--- config.mk ---
export PLATFORM = sky130hd
export DESIGN_NAME = gpio_sc_ctrl
export DESIGN_NICKNAME = d
export VERILOG_FILES = /design/src/rtl/gpio_sc_pkg.sv /design/src/rtl/gpio_sc_rst_sync.sv /design/src/rtl/gpio_sc_in_sync.sv /design/src/rtl/gpio_sc_setclr.sv /design/src/rtl/gpio_sc_rd_mux.sv /design/src/rtl/gpio_sc_ctrl.sv
export SDC_FILE = /design/constraint.sdc
export NUM_CORES = 1
export LEC_CHECK = 0
export CAP_MARGIN = 20
export CORE_MARGIN = 2
export CORE_UTILIZATION = 51
export CTS_BUF_LIST = sky130_fd_sc_hd__clkbuf_4 sky130_fd_sc_hd__clkbuf_8
export DETAILED_ROUTE_END_ITERATION = 6
export MAX_ROUTING_LAYER = met4
export PLACE_DENSITY = 0.85
export REMOVE_ABC_BUFFERS = 1
export SLEW_MARGIN = 15
export SYNTH_ARGS = -nofsm -noshare
export SYNTH_HDL_FRONTEND = slang
export SYNTH_SLANG_ARGS = --single-unit
--- constraint.sdc ---
create_clock -name clk -period 12.59 [get_ports clk]
set_input_delay 1.259 -clock clk [delete_from_list [all_inputs] [get_ports clk]]
set_output_delay 1.259 -clock clk [all_outputs]
set_load 0.05 [all_outputs]
--- src/rtl/gpio_sc_pkg.sv ---
package gpio_sc_pkg;

  localparam int BUS_W    = 32;
  localparam int ADDR_W   = 8;
  localparam int P0_W     = 8;
  localparam int P1_W     = 24;
  localparam int P2_W     = 13;
  localparam int P3_IO_W  = 6;
  localparam int P3_GPO_W = 24;
  localparam int P3_GPI_W = 22;

  // port 3 bidirectional group position in output and direction words
  localparam int P3_IO_LSB   = 25;
  localparam int P2_DIR_GAP  = P3_IO_LSB - P2_W;
  localparam int P3_OUT_GAP  = P3_IO_LSB - P3_GPO_W;
  localparam int P3_TOP_GAP  = BUS_W - P3_IO_LSB - P3_IO_W;

  // port 3 input word layout
  localparam int GPI_LO_N      = 10;
  localparam int GPI_MID_N     = 9;
  localparam int GPI_MID_SHIFT = 5;
  localparam int GPI_HI_SHIFT  = 6;
  localparam int IO_IN_LSB     = 10;
  localparam int IO_IN_LOW_N   = 5;
  localparam int IO5_IN_BIT    = 24;

  localparam int SYNC_W = P0_W + P1_W + P2_W + P3_IO_W + P3_GPI_W;

  typedef logic [ADDR_W-1:0] addr_t;
  typedef logic [BUS_W-1:0]  word_t;

  localparam addr_t A_P3_IN     = 8'h00;
  localparam addr_t A_P3_OSET   = 8'h04;
  localparam addr_t A_P3_OCLR   = 8'h08;
  localparam addr_t A_P3_OSTATE = 8'h0C;
  localparam addr_t A_P2_DSET   = 8'h10;
  localparam addr_t A_P2_DCLR   = 8'h14;
  localparam addr_t A_P2_DSTATE = 8'h18;
  localparam addr_t A_P2_IN     = 8'h1C;
  localparam addr_t A_P2_OSET   = 8'h20;
  localparam addr_t A_P2_OCLR   = 8'h24;
  localparam addr_t A_P2_MSET   = 8'h28;
  localparam addr_t A_P2_MCLR   = 8'h2C;
  localparam addr_t A_P2_MSTATE = 8'h30;
  localparam addr_t A_P0_BASE   = 8'h40;
  localparam addr_t A_P1_BASE   = 8'h60;
  // offsets inside a port 0 / port 1 window
  localparam addr_t R_IN     = 8'h00;
  localparam addr_t R_OSET   = 8'h04;
  localparam addr_t R_OCLR   = 8'h08;
  localparam addr_t R_OSTATE = 8'h0C;
  localparam addr_t R_DSET   = 8'h10;
  localparam addr_t R_DCLR   = 8'h14;
  localparam addr_t R_DSTATE = 8'h18;

  function automatic word_t p3_in_word(logic [P3_GPI_W-1:0] gpi,
                                       logic [P3_IO_W-1:0]  io);
    word_t w;
    w = '0;
    for (int i = 0; i < P3_GPI_W; i++) begin
      if (i < GPI_LO_N)                  w[i]                 = gpi[i];
      else if (i < GPI_LO_N + GPI_MID_N) w[i + GPI_MID_SHIFT] = gpi[i];
      else                               w[i + GPI_HI_SHIFT]  = gpi[i];
    end
    for (int k = 0; k < IO_IN_LOW_N; k++) w[IO_IN_LSB + k] = io[k];
    w[IO5_IN_BIT] = io[P3_IO_W-1];
    return w;
  endfunction

  function automatic logic is_readable(addr_t a);
    return (a == A_P3_IN)   || (a == A_P3_OSTATE) || (a == A_P2_DSTATE) ||
           (a == A_P2_IN)   || (a == A_P2_MSTATE) ||
           (a == A_P0_BASE + R_IN) || (a == A_P0_BASE + R_OSTATE) ||
           (a == A_P0_BASE + R_DSTATE) ||
           (a == A_P1_BASE + R_IN) || (a == A_P1_BASE + R_OSTATE) ||
           (a == A_P1_BASE + R_DSTATE);
  endfunction

endpackage

--- src/rtl/gpio_sc_rst_sync.sv ---
module gpio_sc_rst_sync #(
  parameter int STAGES = 2
) (
  input  logic clk,
  input  logic arst_n,
  output logic rst_n_o
);
  logic [STAGES-1:0] chain_q;
  logic [STAGES-1:0] chain_d;

  always_comb begin
    chain_d = {chain_q[STAGES-2:0], 1'b1};
  end

  always_ff @(posedge clk or negedge arst_n) begin
    if (!arst_n) chain_q <= '0;
    else         chain_q <= chain_d;
  end

  assign rst_n_o = chain_q[STAGES-1];
endmodule

--- src/rtl/gpio_sc_in_sync.sv ---
module gpio_sc_in_sync #(
  parameter int W      = 8,
  parameter int STAGES = 2
) (
  input  logic         clk,
  input  logic         rst_n,
  input  logic [W-1:0] din,
  output logic [W-1:0] dout
);
  logic [STAGES-1:0][W-1:0] stg_q;
  logic [STAGES-1:0][W-1:0] stg_d;

  always_comb begin
    stg_d[0] = din;
    for (int i = 1; i < STAGES; i++) stg_d[i] = stg_q[i-1];
  end

  always_ff @(posedge clk or negedge rst_n) begin
    if (!rst_n) stg_q <= '0;
    else        stg_q <= stg_d;
  end

  assign dout = stg_q[STAGES-1];

  for (genvar i = 0; i < STAGES; i++) begin : g_chk
    if (i == 0) begin : g_first
      // first stage captures the pin one cycle later
      p_first_stage_r8: assert property (@(posedge clk) disable iff (!rst_n)
        $past(rst_n) |-> stg_q[0] == $past(din))
        else $error("first sync stage lost the pin value");
    end else begin : g_next
      // each later stage trails the one before by a cycle
      p_next_stage_r8: assert property (@(posedge clk) disable iff (!rst_n)
        $past(rst_n) |-> stg_q[i] == $past(stg_q[i-1]))
        else $error("sync stage does not trail its source");
    end
  end
endmodule

--- src/rtl/gpio_sc_setclr.sv ---
module gpio_sc_setclr #(
  parameter int W = 8
) (
  input  logic         clk,
  input  logic         rst_n,
  input  logic         set_en,
  input  logic         clr_en,
  input  logic [W-1:0] wdata,
  output logic [W-1:0] q
);
  logic [W-1:0] q_d;
  logic [W-1:0] set_mask;
  logic [W-1:0] clr_mask;
  logic         upd_en;

  always_comb begin
    set_mask = set_en ? wdata : '0;
    clr_mask = clr_en ? wdata : '0;
    upd_en   = set_en | clr_en;
    q_d      = (q | set_mask) & ~clr_mask;
  end

  always_ff @(posedge clk or negedge rst_n) begin
    if (!rst_n)      q <= '0;
    else if (upd_en) q <= q_d;
  end

  // every bit written as one through a set ends at 1
  p_set_ones_r2: assert property (@(posedge clk) disable iff (!rst_n)
    set_en |=> ((q & $past(wdata)) == $past(wdata)))
    else $error("set left a selected latch low");

  // every bit written as one through a clear ends at 0
  p_clr_ones_r2: assert property (@(posedge clk) disable iff (!rst_n)
    clr_en |=> ((q & $past(wdata)) == '0))
    else $error("clear left a selected latch high");

  // bits written as zero keep their value
  p_zero_bits_keep_r2: assert property (@(posedge clk) disable iff (!rst_n)
    (set_en || clr_en) |=> ((q & ~$past(wdata)) == ($past(q) & ~$past(wdata))))
    else $error("unselected latch changed");

  // no strobe, no change
  p_idle_hold_r9: assert property (@(posedge clk) disable iff (!rst_n)
    !(set_en || clr_en) |=> $stable(q))
    else $error("latch changed without a strobe");
endmodule

--- src/rtl/gpio_sc_rd_mux.sv ---
module gpio_sc_rd_mux
  import gpio_sc_pkg::*;
(
  input  addr_t                 addr,
  input  logic [P0_W-1:0]       p0_in_s,
  input  logic [P0_W-1:0]       p0_out_q,
  input  logic [P0_W-1:0]       p0_dir_q,
  input  logic [P1_W-1:0]       p1_in_s,
  input  logic [P1_W-1:0]       p1_out_q,
  input  logic [P1_W-1:0]       p1_dir_q,
  input  logic [P2_W-1:0]       p2_in_s,
  input  logic [P2_W-1:0]       p2_dir_q,
  input  logic [P2_W-1:0]       p2_mux_q,
  input  logic [P3_IO_W-1:0]    p3_dir_q,
  input  logic [P3_IO_W-1:0]    p3_io_in_s,
  input  logic [P3_IO_W-1:0]    p3_io_out_q,
  input  logic [P3_GPI_W-1:0]   p3_gpi_s,
  input  logic [P3_GPO_W-1:0]   p3_gpo_q,
  output word_t                 rd_word
);
  always_comb begin
    rd_word = '0;
    case (addr)
      A_P3_IN:     rd_word = p3_in_word(p3_gpi_s, p3_io_in_s);
      A_P3_OSTATE: rd_word = {{P3_TOP_GAP{1'b0}}, p3_io_out_q,
                              {P3_OUT_GAP{1'b0}}, p3_gpo_q};
      A_P2_DSTATE: rd_word = {{P3_TOP_GAP{1'b0}}, p3_dir_q,
                              {P2_DIR_GAP{1'b0}}, p2_dir_q};
      A_P2_IN:     rd_word = BUS_W'(p2_in_s);
      A_P2_MSTATE: rd_word = BUS_W'(p2_mux_q);
      A_P0_BASE + R_IN:     rd_word = BUS_W'(p0_in_s);
      A_P0_BASE + R_OSTATE: rd_word = BUS_W'(p0_out_q);
      A_P0_BASE + R_DSTATE: rd_word = BUS_W'(p0_dir_q);
      A_P1_BASE + R_IN:     rd_word = BUS_W'(p1_in_s);
      A_P1_BASE + R_OSTATE: rd_word = BUS_W'(p1_out_q);
      A_P1_BASE + R_DSTATE: rd_word = BUS_W'(p1_dir_q);
      default:     rd_word = '0;
    endcase
  end
endmodule

--- src/rtl/gpio_sc_ctrl.sv ---
module gpio_sc_ctrl
  import gpio_sc_pkg::*;
#(
  parameter int SYNC_STAGES = 2,
  parameter int RST_STAGES  = 2
) (
  input  logic                clk,
  input  logic                rst_n,
  input  logic                bus_wr,
  input  logic                bus_rd,
  input  logic [ADDR_W-1:0]   bus_addr,
  input  logic [BUS_W-1:0]    bus_wdata,
  output logic [BUS_W-1:0]    bus_rdata,
  output logic                bus_rvalid,
  input  logic [P0_W-1:0]     p0_in,
  output logic [P0_W-1:0]     p0_out,
  output logic [P0_W-1:0]     p0_oe,
  input  logic [P1_W-1:0]     p1_in,
  output logic [P1_W-1:0]     p1_out,
  output logic [P1_W-1:0]     p1_oe,
  input  logic [P2_W-1:0]     p2_in,
  output logic [P2_W-1:0]     p2_out,
  output logic [P2_W-1:0]     p2_oe,
  output logic [P2_W-1:0]     p2_mux,
  input  logic [P3_IO_W-1:0]  p3_io_in,
  output logic [P3_IO_W-1:0]  p3_io_out,
  output logic [P3_IO_W-1:0]  p3_io_oe,
  input  logic [P3_GPI_W-1:0] p3_gpi,
  output logic [P3_GPO_W-1:0] p3_gpo
);
  localparam int IO_MSB = P3_IO_LSB + P3_IO_W - 1;

  logic rst_n_s;

  gpio_sc_rst_sync #(.STAGES(RST_STAGES)) u_rst (
    .clk     (clk),
    .arst_n  (rst_n),
    .rst_n_o (rst_n_s)
  );

  // ---------------- input synchronizer ----------------
  logic [SYNC_W-1:0]   raw_in;
  logic [SYNC_W-1:0]   sync_in;
  logic [P0_W-1:0]     p0_in_s;
  logic [P1_W-1:0]     p1_in_s;
  logic [P2_W-1:0]     p2_in_s;
  logic [P3_IO_W-1:0]  p3_io_in_s;
  logic [P3_GPI_W-1:0] p3_gpi_s;

  assign raw_in = {p3_gpi, p3_io_in, p2_in, p1_in, p0_in};

  gpio_sc_in_sync #(.W(SYNC_W), .STAGES(SYNC_STAGES)) u_sync (
    .clk   (clk),
    .rst_n (rst_n_s),
    .din   (raw_in),
    .dout  (sync_in)
  );

  assign {p3_gpi_s, p3_io_in_s, p2_in_s, p1_in_s, p0_in_s} = sync_in;

  // ---------------- write decode ----------------
  logic wr_p0_os, wr_p0_oc, wr_p0_ds, wr_p0_dc;
  logic wr_p1_os, wr_p1_oc, wr_p1_ds, wr_p1_dc;
  logic wr_p2_os, wr_p2_oc, wr_p2_ds, wr_p2_dc, wr_p2_ms, wr_p2_mc;
  logic wr_p3_os, wr_p3_oc;

  always_comb begin
    wr_p0_os = bus_wr && (bus_addr == A_P0_BASE + R_OSET);
    wr_p0_oc = bus_wr && (bus_addr == A_P0_BASE + R_OCLR);
    wr_p0_ds = bus_wr && (bus_addr == A_P0_BASE + R_DSET);
    wr_p0_dc = bus_wr && (bus_addr == A_P0_BASE + R_DCLR);
    wr_p1_os = bus_wr && (bus_addr == A_P1_BASE + R_OSET);
    wr_p1_oc = bus_wr && (bus_addr == A_P1_BASE + R_OCLR);
    wr_p1_ds = bus_wr && (bus_addr == A_P1_BASE + R_DSET);
    wr_p1_dc = bus_wr && (bus_addr == A_P1_BASE + R_DCLR);
    wr_p2_os = bus_wr && (bus_addr == A_P2_OSET);
    wr_p2_oc = bus_wr && (bus_addr == A_P2_OCLR);
    wr_p2_ds = bus_wr && (bus_addr == A_P2_DSET);
    wr_p2_dc = bus_wr && (bus_addr == A_P2_DCLR);
    wr_p2_ms = bus_wr && (bus_addr == A_P2_MSET);
    wr_p2_mc = bus_wr && (bus_addr == A_P2_MCLR);
    wr_p3_os = bus_wr && (bus_addr == A_P3_OSET);
    wr_p3_oc = bus_wr && (bus_addr == A_P3_OCLR);
  end

  // bits 24 and 31 of the write word select no latch
  logic unused_wbits;
  assign unused_wbits = ^{bus_wdata[BUS_W-1], bus_wdata[P3_IO_LSB-1]};

  // ---------------- latch slices ----------------
  gpio_sc_setclr #(.W(P0_W)) u_p0_out (
    .clk(clk), .rst_n(rst_n_s), .set_en(wr_p0_os), .clr_en(wr_p0_oc),
    .wdata(bus_wdata[P0_W-1:0]), .q(p0_out));
  gpio_sc_setclr #(.W(P0_W)) u_p0_dir (
    .clk(clk), .rst_n(rst_n_s), .set_en(wr_p0_ds), .clr_en(wr_p0_dc),
    .wdata(bus_wdata[P0_W-1:0]), .q(p0_oe));

  gpio_sc_setclr #(.W(P1_W)) u_p1_out (
    .clk(clk), .rst_n(rst_n_s), .set_en(wr_p1_os), .clr_en(wr_p1_oc),
    .wdata(bus_wdata[P1_W-1:0]), .q(p1_out));
  gpio_sc_setclr #(.W(P1_W)) u_p1_dir (
    .clk(clk), .rst_n(rst_n_s), .set_en(wr_p1_ds), .clr_en(wr_p1_dc),
    .wdata(bus_wdata[P1_W-1:0]), .q(p1_oe));

  gpio_sc_setclr #(.W(P2_W)) u_p2_out (
    .clk(clk), .rst_n(rst_n_s), .set_en(wr_p2_os), .clr_en(wr_p2_oc),
    .wdata(bus_wdata[P2_W-1:0]), .q(p2_out));
  gpio_sc_setclr #(.W(P2_W)) u_p2_dir (
    .clk(clk), .rst_n(rst_n_s), .set_en(wr_p2_ds), .clr_en(wr_p2_dc),
    .wdata(bus_wdata[P2_W-1:0]), .q(p2_oe));
  gpio_sc_setclr #(.W(P2_W)) u_p2_mux (
    .clk(clk), .rst_n(rst_n_s), .set_en(wr_p2_ms), .clr_en(wr_p2_mc),
    .wdata(bus_wdata[P2_W-1:0]), .q(p2_mux));

  // port 3 bidirectional direction lives in port 2's direction registers
  gpio_sc_setclr #(.W(P3_IO_W)) u_p3_dir (
    .clk(clk), .rst_n(rst_n_s), .set_en(wr_p2_ds), .clr_en(wr_p2_dc),
    .wdata(bus_wdata[IO_MSB:P3_IO_LSB]), .q(p3_io_oe));
  gpio_sc_setclr #(.W(P3_IO_W)) u_p3_io_out (
    .clk(clk), .rst_n(rst_n_s), .set_en(wr_p3_os), .clr_en(wr_p3_oc),
    .wdata(bus_wdata[IO_MSB:P3_IO_LSB]), .q(p3_io_out));
  gpio_sc_setclr #(.W(P3_GPO_W)) u_p3_gpo (
    .clk(clk), .rst_n(rst_n_s), .set_en(wr_p3_os), .clr_en(wr_p3_oc),
    .wdata(bus_wdata[P3_GPO_W-1:0]), .q(p3_gpo));

  // ---------------- read path ----------------
  word_t rd_word;
  word_t rdata_d;
  logic  rvalid_d;

  gpio_sc_rd_mux u_rd (
    .addr        (bus_addr),
    .p0_in_s     (p0_in_s),
    .p0_out_q    (p0_out),
    .p0_dir_q    (p0_oe),
    .p1_in_s     (p1_in_s),
    .p1_out_q    (p1_out),
    .p1_dir_q    (p1_oe),
    .p2_in_s     (p2_in_s),
    .p2_dir_q    (p2_oe),
    .p2_mux_q    (p2_mux),
    .p3_dir_q    (p3_io_oe),
    .p3_io_in_s  (p3_io_in_s),
    .p3_io_out_q (p3_io_out),
    .p3_gpi_s    (p3_gpi_s),
    .p3_gpo_q    (p3_gpo),
    .rd_word     (rd_word)
  );

  always_comb begin
    rdata_d  = rd_word;
    rvalid_d = bus_rd;
  end

  always_ff @(posedge clk or negedge rst_n_s) begin
    if (!rst_n_s)    bus_rdata <= '0;
    else if (bus_rd) bus_rdata <= rdata_d;
  end

  always_ff @(posedge clk or negedge rst_n_s) begin
    if (!rst_n_s) bus_rvalid <= 1'b0;
    else          bus_rvalid <= rvalid_d;
  end

  // ---------------- assertions ----------------
  // valid follows a read strobe by one cycle
  p_rvalid_after_rd_r10: assert property (@(posedge clk) disable iff (!rst_n_s)
    bus_rd |=> bus_rvalid)
    else $error("read strobe not followed by valid");

  // no valid without a strobe, and data held
  p_rvalid_idle_r10: assert property (@(posedge clk) disable iff (!rst_n_s)
    !bus_rd |=> (!bus_rvalid && $stable(bus_rdata)))
    else $error("valid or data moved without a read");

  // unmapped or write-only addresses read as zero
  p_unmapped_zero_r9: assert property (@(posedge clk) disable iff (!rst_n_s)
    (bus_rd && !is_readable(bus_addr)) |=> (bus_rdata == '0))
    else $error("unmapped read returned nonzero data");

  // writes to state registers leave the pins untouched
  p_state_wr_ignored_r9: assert property (@(posedge clk) disable iff (!rst_n_s)
    (bus_wr && is_readable(bus_addr)) |=>
      $stable({p0_out, p0_oe, p1_out, p1_oe, p2_out, p2_oe, p2_mux,
               p3_io_out, p3_io_oe, p3_gpo}))
    else $error("write to a state register changed a latch");
endmodule

Word-level counts from Yosys, hierarchy flattened
Index checks and enable logic that the tools add are counted.
{ "op_classes": {"n_eq_ne": 26, "muxes": 21, "bitwise_logic": 38, "n_reduce_logical": 17} }
{ "ops": {"columns": ["op", "n"], "rows": [
  ["$pmux 31 s11", 1],
  ["$mux 24", 6],
  ["$eq 8x7->1 const B", 14],
  ["$mux 13", 6],
  ["$and 24x24->24", 3],
  ["$not 24->24", 3],
  ["$or 24x24->24", 3],
  ["$eq 8x6->1 const B", 5],
  ["$and 13x13->13", 3],
  ["$not 13->13", 3],
  ["$or 13x13->13", 3],
  ["$eq 8x5->1 const B", 4],
  ["$mux 8", 4],
  ["$mux 6", 4],
  ["$and 8x8->8", 2],
  ["$eq 8x4->1 const B", 2],
  ["$logic_and 1x1->1", 16],
  ["$not 8->8", 2],
  ["$or 8x8->8", 2],
  ["$and 6x6->6", 2],
  ["$not 6->6", 2],
  ["$or 6x6->6", 2],
  ["$eq 8x3->1 const B", 1],
  ["$logic_not 8->1", 1],
  ["$or 1x1->1", 8]
]} }
{ "word_totals": {"register_bits": 320, "in_bits": 117, "out_inout_bits": 172, "elab_cells": 117} }

Longest topological paths before layout
Gate-level depths: netlist of run 1.
{ "depth": {"depth_word": 5, "mapped_depth": 8, "depth_no_buf": 5} }

Modules after synthesis
Synthesis of run 1 repeated with hierarchy kept, for this count alone.
{ "unflattened": {"cells_unflattened": 917, "hier_area_um2": 11942.7} }
{ "modules_own_cells": {"columns": ["mod", "instances", "cells_each", "area_each_um2", "seq_area_each_um2"], "rows": [
  ["gpio_sc_in_sync", 1, 146, 3653.5, 3653.5],
  ["gpio_sc_setclr (u_p1_dir ...)", 3, 76, 873.3, 600.6],
  ["gpio_sc_rd_mux", 1, 233, 1696.6, 0.0],
  ["gpio_sc_setclr (u_p2_dir ...)", 3, 41, 471.7, 325.3],
  ["gpio_sc_ctrl", 1, 96, 1370.1, 825.8],
  ["gpio_sc_setclr (u_p0_dir ...)", 2, 26, 356.6, 200.2],
  ["gpio_sc_setclr (u_p3_dir ...)", 2, 18, 210.2, 150.1],
  ["gpio_sc_rst_sync", 1, 3, 53.8, 50.0]
]} }

Least setup slack after synthesis of run 1
OpenSTA, ideal clock, no wires.
{ "synth_path": {"path_type": "in2reg", "startpoint": "in bus_addr[3]", "endpoint": "reg bus_rdata[7]", "setup_ns": 0.075, "arrival_ns": 2.479, "required_ns": 12.515, "slack_ns": 10.036, "stages": 7, "n_path_buf": 2, "cell_sequence": "buf_6 or4_1 buf_6 nor3_4 a22o_1 nor3_1 o2bb2ai_2"} }
{ "synth_between": {"elab_chain_len": 2, "word_cells_on_any_way": 12, "cone_classes": "10 x eq/ne; 1 x mux; 1 x reduce/logical"} }
{ "synth_rtl": {"columns": ["element", "line_no", "rtl"], "rows": [
  ["start, declared", "gpio_sc_ctrl.sv:11", "input logic [ADDR_W-1:0] bus_addr,"],
  ["$eq 8x7->1 (tied with other cells)", "gpio_sc_rd_mux.sv:23", "case (addr)"],
  ["$pmux 31 s11 (*)", "gpio_sc_rd_mux.sv:23", null],
  ["end signal, assigned", "gpio_sc_ctrl.sv:157", "else if (bus_rd) bus_rdata <= rdata_d;"],
  ["end, declared", "gpio_sc_ctrl.sv:13", "output logic [BUS_W-1:0] bus_rdata,"]
]} }
Mark *: on every way between the ends. The rest lies on a longest branch, timed or not.
A chain may end at the register's enable or synchronous reset.

Worst setup path in the final report of run 1
{ "layout_path": {"startpoint": "in bus_addr[2]", "endpoint": "reg bus_rdata[4]"} }
Same word-level chain as after synthesis.

==> reports/results.ini, run 1 <==
[critical_path]
cp_data_required_time_ns=13.06
endpoint_kind=flop
start_kind=primary input
reg2reg_slack_ns=10.71
critical_path_class=primary input to flop
crit_fanout=18
cp_data_arrival_time_ns=4.07
crit_path_start=bus_addr[2]
r2r_start=u_rst.chain_q[1]
rr_worst_depth=1
r2r_end=u_p1_out.q[14]

[synthesis]
ys_warn_count=0
synth_top_area_share_pct=67.2
synthesis.area_sq_um=11900
ys_top_cells_by_area=dfrtp_1, a21oi_1, a22oi_1
synthDistinctLibCells=61
synth_seq_area_share_pct=67.2
synth_seq_cells=319
ys.flop_type=dfrtp_1
synth_edf_count=0
synth_common_cells=dfrtp_1, a21oi_1, a22oi_1
postSynthAreaPerCell_sq_um=12.4
syn_inst=958
async_flop_share_pct=100
synth_top_area_cell=dfrtp_1
synth.most_common_cell=dfrtp_1

[cells_and_area]
drive_gt1_share_pct=11.7
area.growth.synth_to_final_pct=35.3
layout.nets=1353

[clock_tree]
path_clk_slew_ns=0.06
htreeDepth=2
cts_max_path_buffers=3
cts-root-buf=clkbuf_8
clock_sinks=319
cts_tree=done
hold_buffers=0
cts-resized-gates=0
clk_latency_ns=0.57
postCtsSetupBuffers=0
cts_buffers=51

[floorplan]
die_h_um=157
dieArea_sq_um=24500
core_sq_um=22800
pin_count=289
fp-row-count=55
die_w_um=157
initial_core_util_pct=52.2

[route]
routed_wl_mm=38.2
route.vias.total=9642
drtPass1Iterations=7
drc_errors=0
antenna_left=0
wire_per_inst_um=24.1
vias_per_cell=6.08
drt_first_iter_violations=1210

[sta]
skew_ns=0.0229
max_freq_mhz=278
tightest_slew_ns=1.12
tns_ns=0
slew_viol_final=0
fin_crit_ns=3.59
hold_ws_ns=0.334
relSlewSlack_pct=25.2
finalSetupViolations=0
rsz0062_at_grt=false
hold_violations=0
finalCritPeriodShare_pct=28.6

[job]
drv_cap=0

[min_path]
hold_path_class=flop to flop
hold_path_depth=0
min_from=u_sync.stg_d[78]
min_to=u_sync.dout[5]

[global_route]
antenna_found_initial=2
grt.overflow.total=0
grt_pass1_vias=9388
grt_usage_pct=31.5
grt_first_pass_wirelength_mm=55.8
grt_max_degree=197

[place]
dp_hpwl_mm=24.4
numPortBuffers=285
place_congestion=0.904

[power_and_ir_drop]
ir_drop_uv=94.7
p_leak_nw=6.70
power_density_nw_per_um2=146
totalPowerFinal_w=0.00235

[run_status]
status=finished clean

==> per-stage QoR <==
step                      cell area [sq um]  cells  setup slack (ns)  util [%]
after floorplan                       11500    881              3.04         -
after global placement                14900   1495              8.53      65.4
after detailed placement              14900   1495              8.47      65.4
after CTS                             16100   1584              9.06      70.6
after global routing                  16100   1587              8.91      70.6
final                                 16100   1587              9.00      70.6
==> registers in the layout, indices dropped and copies added, names as in the netlist <==
register       flops
bus_rdata         31
bus_rvalid         1
u_p0_dir.q         8
u_p0_out.q         8
u_p1_dir.q        24
u_p1_out.q        24
u_p2_dir.q        13
u_p2_mux.q        13
u_p2_out.q        13
u_p3_dir.q         6
u_p3_gpo.q        24
u_p3_io_out.q      6
u_rst.chain_q      2
u_sync.dout       73
u_sync.stg_d      73
==> layout make-up <==
cell class	instances	area, sq um
Sequential cell	319	7990
Fill cell	1559	6690
Multi-Input combinational cell	558	3530
Timing Repair Buffer	302	2990
Clock buffer	74	962
Tap cell	313	392
Clock inverter	15	203
Inverter	4	15.0
Antenna cell	2	5.00
==> cell families (layout without fill, tap and decap cells) <==
family,count (synthesis),after routing,synth area share [%]
compound gates,435,435,21.8
other cells,2,4,0.0632
mux,14,14,1.21
simple gates,107,107,6.30
flops,319,319,67.2
buf+inv,81,395,3.52
==> metal layers <==
metal  vias up  routed length, um  GRT usage [%]  part of all wire, %
met1      4688              14500           40.2                   38
met4         0               1770           15.1                  4.6
li1       4113                  -              -                    -
met2       707              17800           47.1                   46
met3       134               4200           8.31                   11
met5         -                  0              -                    0
==> cell usage in the layout, fill, tap and decap left out, types with 6 or more instances in the layout <==
cell type        instances
a21oi_1                293
a22o_1                   6
a22oi_1                 57
a32oi_1                  6
and2_1                   7
buf_4                   16
clkbuf_4                 9
clkbuf_8                65
clkdlybuf4s50_1        285
clkinv_2                 9
dfrtp_1                318
mux2i_1                 11
nand2_1                 19
nor2_1                  12
nor2_2                   9
nor2_4                   9
nor3_1                   7
o21ai_0                  6
o22ai_1                 18
o2bb2ai_1               26
==> report_power, final <==
group	switching (W)	leakage (nW)	internal, W	total, W
sequential	0.0000293	4.09	0.00107	0.00110
clock	0.000402	0.615	0.000592	0.000994
combinational	0.000167	2.00	0.0000897	0.000257
total	0.000598	6.70	0.00175	0.00235
==> worst max path at each step <==
stage	end	slack, ns	cells past startpoint
finish	bus_rdata[4]	9.00	7
global route	bus_rdata[15]	8.91	7
CTS	u_p2_mux.q[11]	9.06	4
detailed placement	u_p2_mux.q[6]	8.47	4
global placement	u_p2_mux.q[6]	8.53	4
floorplan	bus_rdata[0]	3.04	0
==> worst max-delay path, cell delays in order <==
cell,delay [ns]
clkdlybuf4s50_1,0.85
and2_1,0.59
nand2_1,0.11
a211oi_1,0.41
a31oi_4,0.30
buf_4,0.34
a32oi_1,0.20
Power figures use the tool's default switching activity.
==> inputs of run 2 (changes only) <==
- clock period: 12.59 -> 3.5 ns (I/O delays scaled with it)
==> reports/results.ini, run 2 (synthesis results as in run 1) <==
[critical_path]
reg2reg_slack_ns=2.00
start_kind=primary input
worst_path_max_delay_cell=clkdlybuf4s50_1
path_buf_inv=3
crit_fanout=19
path_delay_family=buffers and inverters
path_cells=clkdlybuf4s50_1 -> buf_4 -> nor2_4 -> nand2_1 -> a211oi_1 -> a31oi_4 -> buf_12 -> a32oi_1
endpoint_kind=flop
critical_path_class=primary input to flop
cp_data_arrival_time_ns=3.01
crit_path_max_incr_delay_ns=0.68
cp_data_required_time_ns=3.99

[run_status]
status=finished clean

[route]
vias_per_cell=6.08
drc_errors=0
drt_first_iter_violations=1283
routed_wl_mm=38.1
antenna_left=0
drtPass1Iterations=7
wire_per_inst_um=23.7
route.vias.total=9775

[floorplan]
die_h_um=157
core_sq_um=22800
fp-row-count=55
dieArea_sq_um=24500
initial_core_util_pct=52.2
die_w_um=157
pin_count=289

[cells_and_area]
final_cell_mix=dfrtp_1, a21oi_1, clkdlybuf4s50_1
layout_commonest_cell=dfrtp_1
area.growth.synth_to_final_pct=36.8
post-route-util_pct=71.4
layout.nets=1373
drive_gt1_share_pct=12.9

[power_and_ir_drop]
intPower_w=0.00608
pwr-share-seq_pct=48.3
totalPowerFinal_w=0.00819
combPwrFrac_pct=11.5
pwr-share-clk_pct=40.2
p_sw_share_pct=25.8
p_leak_nw=6.79
power_density_nw_per_um2=504
ir_drop_uv=388
power.switching_w=0.00211

[sta]
max_freq_mhz=396
tightest_slew_ns=0.935
finalSetupViolations=0
slew_viol_final=0
fin_crit_ns=2.53
hold_violations=0
skew_ns=0.0204
relSlewSlack_pct=37.4
hold_ws_ns=0.185
rsz0062_at_grt=false
layout_setup_ws_ns=0.974
finalCritPeriodShare_pct=72.2

[global_route]
grt_usage_pct=32.1
antenna_found_initial=4
grt.overflow.total=0
grt_first_pass_wirelength_mm=57.4
grt_max_degree=115
grt_pass1_vias=9810

[place]
dp_hpwl_mm=25.8
post-place-ws_ns=0.479
place_congestion=0.939
numPortBuffers=285

[job]
drv_cap=0

[clock_tree]
cts-root-buf=clkbuf_8
hold_buffers=1
clk_latency_ns=0.57
htreeDepth=2
cts-resized-gates=0
postCtsSetupBuffers=0
cts_max_path_buffers=3
cts_buffers=52
cts_tree=done
clock_sinks=319
path_clk_slew_ns=0.06

[min_path]
hold_path_class=flop to async pin

[run 2: changes by cell type in the layout (fill, tap and decap cells not counted), sizes merged]
| cell | previous run | this run |
|---|---|---|
| buf | 17 | 35 |
| bufinv | 5 | 1 |
| clkbuf | 74 | 82 |
| clkinv | 9 | 4 |
| diode | 2 | 4 |
| dlygate4sd3 | 0 | 1 |
| inv | 4 | 5 |
[run 2: worst paths after layout]
path | startpoint | to | cells past startpoint
setup reg to reg | u_p2_mux.q[8] | bus_rdata[8] | 4
max in group asynchronous | u_rst.chain_q[1] | bus_rdata[14] | 1
setup / recovery | bus_addr[5] | bus_rdata[4] | 8
hold reg to reg | u_rst.chain_q[1] | u_p2_mux.q[0] | 0
hold / removal | u_rst.chain_q[1] | u_p2_mux.q[0] | 0
min in group clk | p2_in[4] | u_sync.stg_d[109] | 1
[run 2: power groups by stage]
stage	Combinational (W)	Sequential [W]	Clock, W
2_1_floorplan	0.000145	0.00432	0
3_3_place_gp	0.000921	0.00401	0
3_5_place_dp	0.000939	0.00401	0
4_1_cts	0.000943	0.00395	0.00333
5_1_grt	0.000996	0.00397	0.00351
6_report	0.000944	0.00396	0.00329
[run 2: metal layers]
metal	GRT usage, %	part of all wire (%)
met2	48.4	47
met5	-	0
met1	41.1	37
met4	15.7	5.0
met3	7.98	11
[run 2: area by class of cell]
type | count | area (sq um)
Antenna cell | 4 | 10.0
Clock buffer | 82 | 1010
Clock inverter | 7 | 66.3
Fill cell | 1507 | 6520
Inverter | 4 | 15.0
Multi-Input combinational cell | 558 | 3530
Sequential cell | 319 | 7990
Tap cell | 313 | 392
Timing Repair Buffer | 321 | 3250
[run 2: per-stage QoR]
stage	std cells	setup TNS [ns]	instance area, sq um
after global placement	1514	0	15200
final	1608	0	16300
after detailed placement	1514	0	15200
after global routing	1608	0	16300
after CTS	1604	0	16200
after floorplan	881	-1917.47	11500
[run 2: worst register-to-register path, delay by kind of cell (launching register included)]
| kind | cells | cell delay [ns] |
|---|---|---|
| flip-flops | 1 | 0.42 |
| AO/OA/AOI/OAI | 4 | 0.95 |
==> inputs of run 3 (changes only) <==
- CORE_UTILIZATION: 51 -> 46
- PLACE_DENSITY: 0.85 -> 0.81
- clock period: 3.5 -> 2.3 ns (I/O delays scaled with it)
==> reports/results.ini, run 3 (synthesis results as in run 1) <==
[clock_tree]
cts_tree=done
htreeDepth=2
postCtsSetupBuffers=0
cts-resized-gates=0
cts_max_path_buffers=3
path_clk_slew_ns=0.07
cts-root-buf=clkbuf_8
cts_buffers=50
clock_sinks=319
hold_buffers=1
clk_latency_ns=0.56

[sta]
relSlewSlack_pct=44.5
slew_viol_final=0
skew_ns=0.0212
finalSetupViolations=0
finalCritPeriodShare_pct=90.3
max_freq_mhz=481
tightest_slew_ns=0.830
fin_crit_ns=2.08
hold_violations=0
layout_setup_ws_ns=0.222
rsz0062_at_grt=false

[power_and_ir_drop]
pwr-share-clk_pct=39.8
p_leak_nw=7.12
power.switching_w=0.00325
intPower_w=0.00924
combPwrFrac_pct=11.9
totalPowerFinal_w=0.0125
p_sw_share_pct=26.0
pwr-share-seq_pct=48.2
power_density_nw_per_um2=743
ir_drop_uv=488

[floorplan]
die_h_um=165
die_w_um=165
fp-row-count=58
pin_count=289
core_sq_um=25300
initial_core_util_pct=47.1
dieArea_sq_um=27100

[critical_path]
critical_path_class=flop to output port
start_kind=flop
path_delay_family=buffers and inverters
worst_path_max_delay_cell=clkdlybuf4s50_1
cp_data_required_time_ns=2.07
r2r_start=u_p2_dir.q[8]
crit_path_start=u_p2_mux.q[7]
path_cells=clkdlybuf4s50_1
crit_fanout=3
cp_data_arrival_time_ns=1.85
path_buf_inv=1
endpoint_kind=output port
crit_path_max_incr_delay_ns=0.88

[route]
drtPass1Iterations=5
route.vias.total=9903
drc_errors=0
antenna_left=0
vias_per_cell=5.89
wire_per_inst_um=23.5
drt_first_iter_violations=1056
routed_wl_mm=39.4

[job]
drv_cap=0

[global_route]
grt.overflow.total=0
grt_usage_pct=30.0
antenna_found_initial=1
grt_pass1_vias=10173
grt_max_degree=86
grt_first_pass_wirelength_mm=59.1

[place]
numPortBuffers=285
postPlaceCellArea_sq_um=15700
dp_hpwl_mm=27.0
post-place-ws_ns=-0.166
place_congestion=0.909

[cells_and_area]
area.growth.synth_to_final_pct=41.5
layout_commonest_cell=dfrtp_1
final_cell_mix=dfrtp_1, a21oi_1, clkdlybuf4s50_1
fill_cells=1928
stdcell_area_sq_um=16800
layout.nets=1428
drive_gt1_share_pct=16.7

[run_status]
status=finished clean

[min_path]
hold_path_class=primary input to flop
min_from=p3_gpi[15]

==> run 3: metal layers <==
metal	track usage (%)	up-vias	routed length (um)
met5	-	-	0
met4	12.1	0	1520
met3	6.76	103	3960
met2	45.6	596	18500
met1	39.6	4952	15400
li1	-	4252	-
==> run 3: path summary, 6_finish.rpt <==
check,to,slack [ns],cells after the start
min reg2reg,u_sync.stg_d[126],0.31,0
max,p2_mux[7],0.22,1
max in group asynchronous,u_sync.stg_d[103],1.15,1
min,u_sync.stg_d[139],0.10,1
min in group asynchronous,u_sync.stg_d[126],0.31,0
max reg2reg,bus_rdata[8],0.83,4
==> run 3: power groups by stage <==
| stage | sequential [W] | clock [W] | combinational [W] |
|---|---|---|---|
| 2_1_floorplan | 0.00657 | 0 | 0.000221 |
| 3_3_place_gp | 0.00611 | 0 | 0.00146 |
| 3_5_place_dp | 0.00612 | 0 | 0.00148 |
| 4_1_cts | 0.00602 | 0.00506 | 0.00149 |
| 5_1_grt | 0.00605 | 0.00529 | 0.00157 |
| 6_report | 0.00602 | 0.00498 | 0.00149 |
==> run 3: final cells by class <==
cell class,count,area (sq um),area share [%]
antenna,1,2.50,0.0149
clock buffer,80,1030,6.10
tap,330,413,2.46
multi-input combinational,558,3530,21.0
sequential,319,7990,47.5
inverter,4,15.0,0.0893
clock inverter,10,55.1,0.327
timing repair buffer,378,3790,22.5
==> run 3: through the flow <==
| step | TNS [ns] | hold WS, ns | utilization [%] | cells |
|---|---|---|---|---|
| 2_1_floorplan | -2297.98 | -0.0656 | - | 881 |
| 3_3_place_gp | -0.224 | 0.331 | 62.3 | 1588 |
| 3_5_place_dp | -0.668 | 0.335 | 62.3 | 1588 |
| 4_1_cts | 0 | 0.0820 | 66.6 | 1679 |
| 5_1_grt | 0 | 0.0828 | 66.6 | 1680 |
| 6_report | 0 | 0.100 | 66.6 | 1680 |
